**src/rtl/clkgen_pkg.sv**
```systemverilog
`timescale 1ns/1ps
// Package: shared types for the clock source and prescaler block.
// Assumes a single reference clock; oscillator edges arrive as tick pulses.
package clkgen_pkg;

    // Source encoding captured from the configuration bit during reset.
    typedef enum logic {
        SRC_MAIN     = 1'b0,
        SRC_INTERNAL = 1'b1
    } clk_src_e;

    // Default number of peripheral taps (divide ratios 2^0 .. 2^(N-1)).
    localparam int unsigned DEFAULT_TAPS = 13;

endpackage

```
**src/rtl/clkgen_src_mux.sv**
```systemverilog
`timescale 1ns/1ps
// Module: source selector.
// Captures the configuration bit on every edge where reset is asserted,
// then routes the chosen oscillator tick. Assumes ticks are 1-cycle pulses.
module clkgen_src_mux
    import clkgen_pkg::*;
(
    input  logic     clk,
    input  logic     rst_n,
    input  logic     cfg_src,
    input  logic     main_tick,
    input  logic     int_tick,
    output logic     sel_tick,
    output clk_src_e src_q
);

    // Purpose: latch the source choice only while reset is held.
    always_ff @(posedge clk) begin
        if (!rst_n) begin
            src_q <= clk_src_e'(cfg_src);
        end
    end

    // Purpose: forward the tick of the captured source.
    always_comb begin
        sel_tick = (src_q == SRC_INTERNAL) ? int_tick : main_tick;
    end

endmodule

```
**src/rtl/clkgen_div2.sv**
```systemverilog
`timescale 1ns/1ps
// Module: divide-by-two stage.
// Counts selected ticks and emits one registered pulse per two ticks, so the
// result is independent of the input waveform's high/low balance.
module clkgen_div2 (
    input  logic clk,
    input  logic rst_n,
    input  logic tick,
    output logic sys_en
);

    logic phase_q;

    // Purpose: flip the phase on each tick and pulse on every second tick.
    always_ff @(posedge clk) begin
        if (!rst_n) begin
            phase_q <= 1'b0;
            sys_en  <= 1'b0;
        end else begin
            sys_en <= tick & phase_q;
            if (tick) begin
                phase_q <= ~phase_q;
            end
        end
    end

endmodule

```
**src/rtl/clkgen_prescaler.sv**
```systemverilog
`timescale 1ns/1ps
// Module: binary prescaler with NUM_TAPS registered tap enables.
// Tap n pulses on every 2^n-th input pulse. A stop request holds the count
// and forces all taps low. Assumes NUM_TAPS >= 2.
module clkgen_prescaler #(
    parameter int unsigned NUM_TAPS = 13
) (
    input  logic                clk,
    input  logic                rst_n,
    input  logic                in_en,
    input  logic                stop_req,
    output logic [NUM_TAPS-1:0] tap_en
);

    localparam int unsigned CNT_W = NUM_TAPS - 1;

    logic [CNT_W-1:0]    count_q;
    logic [NUM_TAPS-1:0] tap_d;

    // Purpose: decode each tap from the low-order ones of the count.
    generate
        for (genvar g = 0; g < NUM_TAPS; g++) begin : g_tap
            if (g == 0) begin : g_first
                assign tap_d[g] = in_en;
            end else begin : g_rest
                assign tap_d[g] = in_en & (&count_q[g-1:0]);
            end
        end
    endgenerate

    // Purpose: advance the count on each input pulse unless stopped.
    always_ff @(posedge clk) begin
        if (!rst_n) begin
            count_q <= '0;
        end else if (in_en && !stop_req) begin
            count_q <= count_q + CNT_W'(1);
        end
    end

    // Purpose: register the tap enables, gated by the stop request.
    always_ff @(posedge clk) begin
        if (!rst_n) begin
            tap_en <= '0;
        end else begin
            tap_en <= stop_req ? '0 : tap_d;
        end
    end

endmodule

```
**src/rtl/clkgen_top.sv**
```systemverilog
`timescale 1ns/1ps
// Module: clock source select, divide-by-two and peripheral prescaler.
// All derived clocks are enable pulses on clk. The source is fixed at reset.
module clkgen_top
    import clkgen_pkg::*;
#(
    parameter int unsigned NUM_TAPS = DEFAULT_TAPS
) (
    input  logic                clk,
    input  logic                rst_n,
    input  logic                cfg_src,
    input  logic                main_tick,
    input  logic                int_tick,
    input  logic                stop_req,
    output logic                sys_clk_en,
    output logic [NUM_TAPS-1:0] tap_en
);

    logic     sel_tick;
    clk_src_e src_q;

    clkgen_src_mux u_mux (
        .clk       (clk),
        .rst_n     (rst_n),
        .cfg_src   (cfg_src),
        .main_tick (main_tick),
        .int_tick  (int_tick),
        .sel_tick  (sel_tick),
        .src_q     (src_q)
    );

    clkgen_div2 u_div2 (
        .clk    (clk),
        .rst_n  (rst_n),
        .tick   (sel_tick),
        .sys_en (sys_clk_en)
    );

    clkgen_prescaler #(
        .NUM_TAPS (NUM_TAPS)
    ) u_pre (
        .clk      (clk),
        .rst_n    (rst_n),
        .in_en    (sys_clk_en),
        .stop_req (stop_req),
        .tap_en   (tap_en)
    );

endmodule

```
**config.mk**
```make
export PLATFORM = sky130hd
export DESIGN_NAME = clkgen_top
export DESIGN_NICKNAME = d
export VERILOG_FILES = /design/src/rtl/clkgen_pkg.sv /design/src/rtl/clkgen_src_mux.sv /design/src/rtl/clkgen_div2.sv /design/src/rtl/clkgen_prescaler.sv /design/src/rtl/clkgen_top.sv
export SDC_FILE = /design/constraint.sdc
export NUM_CORES = 1
export LEC_CHECK = 0
export CORE_MARGIN = 2
export CORE_UTILIZATION = 63
export CTS_CLUSTER_DIAMETER = 120
export CTS_CLUSTER_SIZE = 30
export DETAILED_ROUTE_END_ITERATION = 10
export DONT_BUFFER_PORTS = 1
export PLACE_DENSITY = 0.77
export SLEW_MARGIN = 20
export SYNTH_ARGS = -nofsm -noshare
export SYNTH_HDL_FRONTEND = slang
export SYNTH_SLANG_ARGS = --single-unit
export TNS_END_PERCENT = 10
```
**constraint.sdc**
```tcl
create_clock -name clk -period 3.34 [get_ports clk]
set_input_delay 0.668 -clock clk [delete_from_list [all_inputs] [get_ports clk]]
set_output_delay 0.668 -clock clk [all_outputs]
set_load 0.05 [all_outputs]
```
**After elaboration in Yosys (flattened, before gate mapping)**

Cells that the tools add are included.

- $add $sub $neg: 1
- $mul: 0
- Divide/modulo/power cells: 0
- Magnitude comparators: 0
- Equal/unequal tests: 0
- Shifts and indexed selects: 0
- Muxes and demuxes: 1
- Bitwise operators: 15
- Reduce and logical (&&, ||, !) cells: 14

Operator list:

| kind | count |
|---|---|
| bitwise AND 1 bit | 13 |
| adder 12 x 1 -> 12 bit (second input constant) | 1 |
| AND reduction 12 bit | 1 |
| AND reduction 11 bit | 1 |
| AND reduction 10 bit | 1 |
| AND reduction 9 bit | 1 |
| AND reduction 8 bit | 1 |
| AND reduction 7 bit | 1 |
| AND reduction 6 bit | 1 |
| AND reduction 5 bit | 1 |
| AND reduction 4 bit | 1 |
| AND reduction 3 bit | 1 |
| inverter 1 bit | 2 |
| AND reduction 2 bit | 1 |
| OR reduction 2 bit | 1 |
| logical AND 1 bit | 1 |
| zero test 1 bit | 1 |
| two-way mux 1 bit | 1 |

- Bits in registers: 28
- Bits in latches: 0
- Memory bits (writable): 0
- ROM bits: 0
- Input port bits: 6
- Output and inout bits: 14
- Word-level logic and storage cells: 36
- Memories kept: 0

**Depth between registers and ports, before layout**

Gate-level depths: netlist of the first run.

- Depth in word-level cells: 2
- Depth in mapped cells: 6
- Gate-level depth less buffers: 6

**Cells and area by module**

Synthesis of the first run repeated with hierarchy kept, for this count alone.

- Cell total of the unflattened synthesis: 104
- Area, all modules: 1088.5 sq um

Modules (own cells, without submodules):

| module | times used | cells an instance | area an instance (sq um) | sequential area each (sq um) |
|---|---|---|---|---|
| clkgen_prescaler | 1 | 96 | 977.2 | 500.5 |
| clkgen_div2 | 1 | 5 | 62.6 | 40.0 |
| clkgen_src_mux | 1 | 3 | 48.8 | 30.0 |

**Worst setup path before layout of the first run**

No wires, ideal clock.

- Path type: register -> register
- From: reg u_div2.sys_en
- To: reg u_pre.count_q[9]
- Setup time: 0.071 ns
- Data arrival time: 1.540 ns
- Setup slack: 1.730 ns
- Stages on the path, launching flop included: 4
- Path through: dfxtp_1 nand4b_2 or4_1 a21oi_1

- Longest elaborated chain between the ends: 1

Ends and longest elaborated chain:

| item | RTL line | source |
|---|---|---|
| start, declared | clkgen_div2.sv:9 | `output logic sys_en` |
| start signal, assigned | clkgen_div2.sv:20 | `sys_en <= tick & phase_q;` |
| logical AND 1 bit | clkgen_prescaler.sv:35 | `end else if (in_en && !stop_req) begin` |
| end signal, assigned | clkgen_prescaler.sv:36 | `count_q <= count_q + CNT_W'(1);` |
| end, declared | clkgen_prescaler.sv:17 | `logic [CNT_W-1:0] count_q;` |

No other way between the ends.
A chain may end at the register's enable or synchronous reset.

**Worst setup path after layout of the first run**

- From: reg u_div2.sys_en
- To: reg u_pre.count_q[5]

The elaborated chain is that of the path after synthesis.

==> impl_metrics.tcl, run 1 <==
set metrics [dict create \
    outcome "completed" \
    tightest_slew_ns 0.667 \
    cts_hold_buf 0 \
    preCtsSetupSlack_ns 1.47 \
    grt_pass1_wl_um 2950 \
    grt_overflow 0 \
    yosysWarnings 0 \
    drcViolationCount 0 \
    rsz0062_at_grt "no" \
    fin_nets 120 \
    crit_type "reg2reg" \
    whs_endpoint "u_mux.src_q" \
    worst_setup_path_end_kind "flop" \
    p_switching_w 0.000102 \
    crit-reg2reg-capture "u_pre.count_q[5]" \
    cts_setup_buffers 0 \
    drt-met1-wl_um 800 \
    finalWorstSetupSlack_ns 1.43 \
    worstHoldStart "cfg_src" \
    drt-initial-drc-count 28 \
    coreArea_sq_um 1540 \
    slew-limit-headroom 0.554 \
    ios 20 \
    clockPowerShare 0.272 \
    num-fill-cells 125 \
    fin_skew_ns 0.0138 \
    drt_first_pass_iters 4 \
    area_growth_pct 2.92 \
    vias 766 \
    startpoint_type "flop" \
    ys_seq_area_frac 0.533 \
    grt_max_degree 16 \
    synth_area_per_cell_sq_um 9.83 \
    finalSetupViolations 0 \
    cts_buffers 3 \
    worst_ir_drop_vdd_mv 0.302 \
    reg2reg_depth 3 \
    syn-num-nets 119 \
    cts_tree "built" \
    via_per_inst 6.13 \
    diodes 0 \
    cts_resized 0 \
    drive_above_1_share 0.0642 \
    clk_latency_ns 0.32 \
    synth_flop_cell "dfxtp_1" \
    finalCriticalPeriod_ns 1.91 \
    syn_area_sq_um 1070 \
    post-dp-hpwl_um 1270 \
    cp_max_fo 12 \
    maxCapViolations 0 \
    grt_pass1_vias 686 \
    clkTransAtPathRegs_ns 0.14 \
    syn_inst 109 \
    swShare 0.206 \
    wl_met3_um 74 \
    reg2reg_from "u_div2.sys_en" \
    io_buffers 0 \
    seqPwrFrac 0.703 \
    hp-class "in2reg" \
    grt_use_total 0.199 \
    highest_layer "met4" \
    synthArstFlopShare 0 \
    multi_input_area_sq_um 474 \
    dp_cells 121 \
    finalCritPeriodShare 0.572 \
    fp.dieArea_sq_um 2050 \
    h-tree-depth 1 \
    wl_per_cell_um 13.7 \
    drtAntennaViolNets 0 \
    leakage_nw 0.445 \
    clock_sinks 28 \
    yosysUniqueCellTypes 30 \
    critPathArrivalTime_ns 2.17 \
    hold_violations 0 \
    wl_met2_um 787 \
    die_h_um 45.2 \
    wl_um 1710 \
    final_max_slew_viol_count 0 \
    antenna_found_initial 0 \
    num_rows 14 \
    cts_buffer_depth 2 \
    p_int_w 0.000391 \
    gp_congestion 0.785 \
    powerDensity_nw_per_um2 447 \
    fmax_mhz 523 \
    regArea_sq_um 571 \
    final.setup.tns_ns 0 \
    synth_seq_cells 28 \
    start_util 0.695 \
    pwr-share-comb 0.025 \
    cp.required_ns 3.60 \
    reg2reg_slack_ns 1.43 \
    die_w_um 45.2 \
    cts_root_buf "clkbuf_4" \
    synth-edff-count 1 \
    fin_cells 125 \
    min_path_cells 0 \
]
-- metrics by stage --
stage	instance area, sq um	utilization	hold WS [ns]	power [W]
4_1_cts	1100	0.715	0.427	0.000497
3_3_place_gp	1080	0.698	0.436	0.000365
6_report	1100	0.715	0.430	0.000493
5_1_grt	1100	0.715	0.409	0.000514
3_5_place_dp	1080	0.698	0.450	0.000366
2_1_floorplan	1070	-	0.421	0.000365
-- worst max path at each step --
| stage | startpoint | end | slack [ns] |
|---|---|---|---|
| global placement | u_div2.sys_en | u_pre.count_q[5] | 1.57 |
| detailed placement | u_div2.sys_en | u_pre.count_q[5] | 1.47 |
| CTS | u_div2.sys_en | u_pre.count_q[5] | 1.43 |
| finish | u_div2.sys_en | u_pre.count_q[5] | 1.43 |
| global route | u_div2.sys_en | u_pre.count_q[5] | 1.32 |
| floorplan | u_div2.sys_en | u_pre.count_q[9] | 1.73 |
-- layout make-up --
cell class / instances / share of cell area
tap: 16 / 0.0182
clock buffer: 4 / 0.0238
sequential: 28 / 0.518
multi-input combinational: 74 / 0.430
inverter: 3 / 0.0102
-- worst max-delay path, cell delays in order (launching register included) --
cell and delay [ns]:
dfxtp_1 0.74, nand2b_1 0.38, or4_1 0.55, a21oi_1 0.17
-- cell usage after synthesis (all sizes together), types with 2 or more instances --
library cell | count | share of area
and3 | 10 | 0.060
nor4 | 2 | 0.018
or4 | 4 | 0.028
inv | 3 | 0.011
o31ai | 4 | 0.028
clkbuf | 3 | 0.011
ha | 4 | 0.047
and2 | 2 | 0.012
nand2b | 3 | 0.018
nand4 | 2 | 0.012
a21oi | 9 | 0.042
mux2i | 3 | 0.028
nand2 | 15 | 0.053
nor2 | 4 | 0.014
nand3 | 3 | 0.019
dfxtp | 27 | 0.50
-- logic make-up (layout without fill, tap and decap cells) --
family	Yosys count	in the layout	synth area share
AND/OR/NAND/NOR	51	51	0.277
flip-flops	28	28	0.533
AO/OA/AOI/OAI	14	14	0.0748
buffers and inverters	7	7	0.0245
adder cells (fa/ha/maj)	4	4	0.0467
multiplexers	3	3	0.0280
XOR/XNOR	2	2	0.0164
-- cell usage in the layout (no fill, tap or decap), drive strengths merged, types with 4 or more instances in the layout --
master / n
clkbuf: 4
or4: 4
o31ai: 4
ha: 4
nor2: 4
a21oi: 9
and3: 10
dfxtp: 27
nand2: 15
-- layer usage --
metal,up-vias,track usage
met4,0,0.0882
met3,7,0.0400
met1,356,0.247
met2,21,0.331
li1,382,-
met5,-,0
-- power by group through the flow --
stage	registers [W]	clock network (W)	logic (W)
6_report	0.000347	0.000134	0.0000124
5_1_grt	0.000347	0.000152	0.0000142
4_1_cts	0.000347	0.000138	0.0000125
3_5_place_dp	0.000354	0	0.0000124
3_3_place_gp	0.000354	0	0.0000117
2_1_floorplan	0.000353	0	0.0000120
-- registers in the layout (all words and copies together) (netlist names) --
name,cells
u_mux.src_q,1
u_pre.tap_en,13
u_pre.count_q,12
u_div2.sys_en,1
u_div2.phase_q,1
(Power assumes the default switching activity.)
==> inputs of run 2 (changes only) <==
--- a/config.mk
+++ b/config.mk
@@ -5,13 +5,14 @@
 export SDC_FILE = /design/constraint.sdc
 export NUM_CORES = 1
 export LEC_CHECK = 0
+export CORE_ASPECT_RATIO = 1.4
 export CORE_MARGIN = 2
-export CORE_UTILIZATION = 63
+export CORE_UTILIZATION = 53
 export CTS_CLUSTER_DIAMETER = 120
 export CTS_CLUSTER_SIZE = 30
 export DETAILED_ROUTE_END_ITERATION = 10
 export DONT_BUFFER_PORTS = 1
-export PLACE_DENSITY = 0.77
+export PLACE_DENSITY = 0.69
 export SLEW_MARGIN = 20
 export SYNTH_ARGS = -nofsm -noshare
 export SYNTH_HDL_FRONTEND = slang
==> constraint.sdc (replaced) <==
create_clock -name clk -period 1.7 [get_ports clk]
set_input_delay 0.34 -clock clk [delete_from_list [all_inputs] [get_ports clk]]
set_output_delay 0.34 -clock clk [all_outputs]
set_load 0.05 [all_outputs]
==> impl_metrics.tcl, run 2 (synthesized netlist as in run 1, its figures left out) <==
set metrics [dict create \
    fp.dieArea_sq_um 2400 \
    clkTransAtPathRegs_ns 0.13 \
    vias 780 \
    p_int_w 0.000773 \
    cts_setup_buffers 0 \
    clock_sinks 28 \
    swShare 0.206 \
    fin_skew_ns 0.00512 \
    critPathArrivalTime_ns 1.84 \
    slowest_delay_ns 0.44 \
    grt_max_degree 16 \
    drive_above_1_share 0.0893 \
    grt_use_total 0.175 \
    finalCritPeriodShare 0.932 \
    clockPowerShare 0.271 \
    critPathSlowestCell "dfxtp_1" \
    wl_per_cell_um 14.3 \
    wl_um 1900 \
    start_util 0.556 \
    rsz0062_at_grt "no" \
    slew-limit-headroom 0.682 \
    fmax_mhz 631 \
    final.setup.tns_ns 0 \
    final_max_slew_viol_count 0 \
    drt-initial-drc-count 15 \
    drtAntennaViolNets 0 \
    post-dp-hpwl_um 1360 \
    die_w_um 42.0 \
    startpoint_type "flop" \
    top_regs "u_pre.tap_en x13, u_pre.count_q x12" \
    grt_overflow 0 \
    clk_latency_ns 0.31 \
    ios 20 \
    gp_congestion 0.722 \
    p_switching_w 0.000201 \
    io_buffers 0 \
    die_h_um 57.2 \
    num-fill-cells 169 \
    crit_type "reg2reg" \
    drt_first_pass_iters 4 \
    final_cell_mix "dfxtp_1 (27), nand2_1 (15), and3_1 (9), a21oi_1 (9)" \
    worst_ir_drop_vdd_mv 0.567 \
    preCtsSetupSlack_ns 0.141 \
    maxCapViolations 0 \
    stdcell_area_sq_um 1130 \
    finalCriticalPeriod_ns 1.58 \
    max_flop_register "u_pre.tap_en" \
    coreArea_sq_um 1930 \
    fin_nets 123 \
    largest_reg_flops 13 \
    outcome "completed" \
    h-tree-depth 1 \
    tightest_slew_ns 0.476 \
    powerDensity_nw_per_um2 861 \
    grt_pass1_wl_um 3260 \
    hold_violations 0 \
    cp_cell_sequence "ha_1, nand4_1, nor4_2, mux2i_1" \
    drcViolationCount 0 \
    antenna_found_initial 0 \
    layout_commonest_cell "dfxtp_1" \
    seqPwrFrac 0.694 \
    cts_buffer_depth 2 \
    finalWorstSetupSlack_ns 0.116 \
    via_per_inst 5.86 \
    num_rows 19 \
    cts_buffers 3 \
    pwr-share-comb 0.035 \
    cts_hold_buf 0 \
    area_growth_pct 5.61 \
    diodes 0 \
    worst_setup_path_end_kind "flop" \
    cp_max_fo 5 \
    crit_buf_inv 0 \
    cts_resized 0 \
    cts_root_buf "clkbuf_4" \
    leakage_nw 0.460 \
    finalSetupViolations 0 \
    hp-class "in2reg" \
    cts_tree "built" \
    critPathTopFamily "simple AND/OR/NAND/NOR gates" \
    placed_cell_area_sq_um 1100 \
    grt_pass1_vias 758 \
    cp.required_ns 1.95 \
]
[run 2: changes by cell type in the layout (fill, tap and decap cells not counted), sizes merged]
| cell | change |
|---|---|
| buf | +3 |
[run 2: metrics by stage]
step                      utilization  power [W]  hold slack (ns)  cells
final                           0.587   0.000974            0.110    133
after global routing            0.587    0.00101           0.0857    133
after CTS                       0.587   0.000990           0.0957    133
after detailed placement        0.574   0.000724            0.439    129
after global placement          0.574   0.000724            0.435    129
after floorplan                     -   0.000717            0.421    109
[run 2: routing by layer]
metal | vias up | track usage | wire length (um)
met5 | - | 0 | 0
met4 | 0 | 0.0829 | 21
met3 | 2 | 0.0285 | 62
met2 | 18 | 0.310 | 989
met1 | 369 | 0.203 | 828
li1 | 391 | - | -
[run 2: path summary, 6_finish.rpt]
kind / slack [ns] / depth (start not counted) / from / endpoint
worst min register to register: 0.45 / 2 / u_div2.phase_q / u_div2.sys_en
worst min-delay path: 0.11 / 0 / cfg_src / u_mux.src_q
worst max register to register: 0.12 / 4 / u_pre.count_q[0] / u_pre.count_q[10]
worst max-delay path: 0.12 / 4 / u_pre.count_q[0] / u_pre.count_q[10]
[run 2: area by class of cell]
class | instances | area (sq um) | share of cell area
Sequential cell | 28 | 571 | 0.504
Multi-Input combinational cell | 74 | 474 | 0.419
Clock buffer | 4 | 26.3 | 0.0232
Tap cell | 21 | 26.3 | 0.0232
Timing Repair Buffer | 3 | 22.5 | 0.0199
Inverter | 3 | 11.3 | 0.00996
[run 2: power by group through the flow]
stage | combinational [W] | sequential (W) | clock [W]
after floorplan | 0.0000235 | 0.000694 | 0
after global placement | 0.0000342 | 0.000690 | 0
after detailed placement | 0.0000340 | 0.000690 | 0
after CTS | 0.0000343 | 0.000676 | 0.000280
after global routing | 0.0000370 | 0.000678 | 0.000296
final | 0.0000338 | 0.000676 | 0.000264
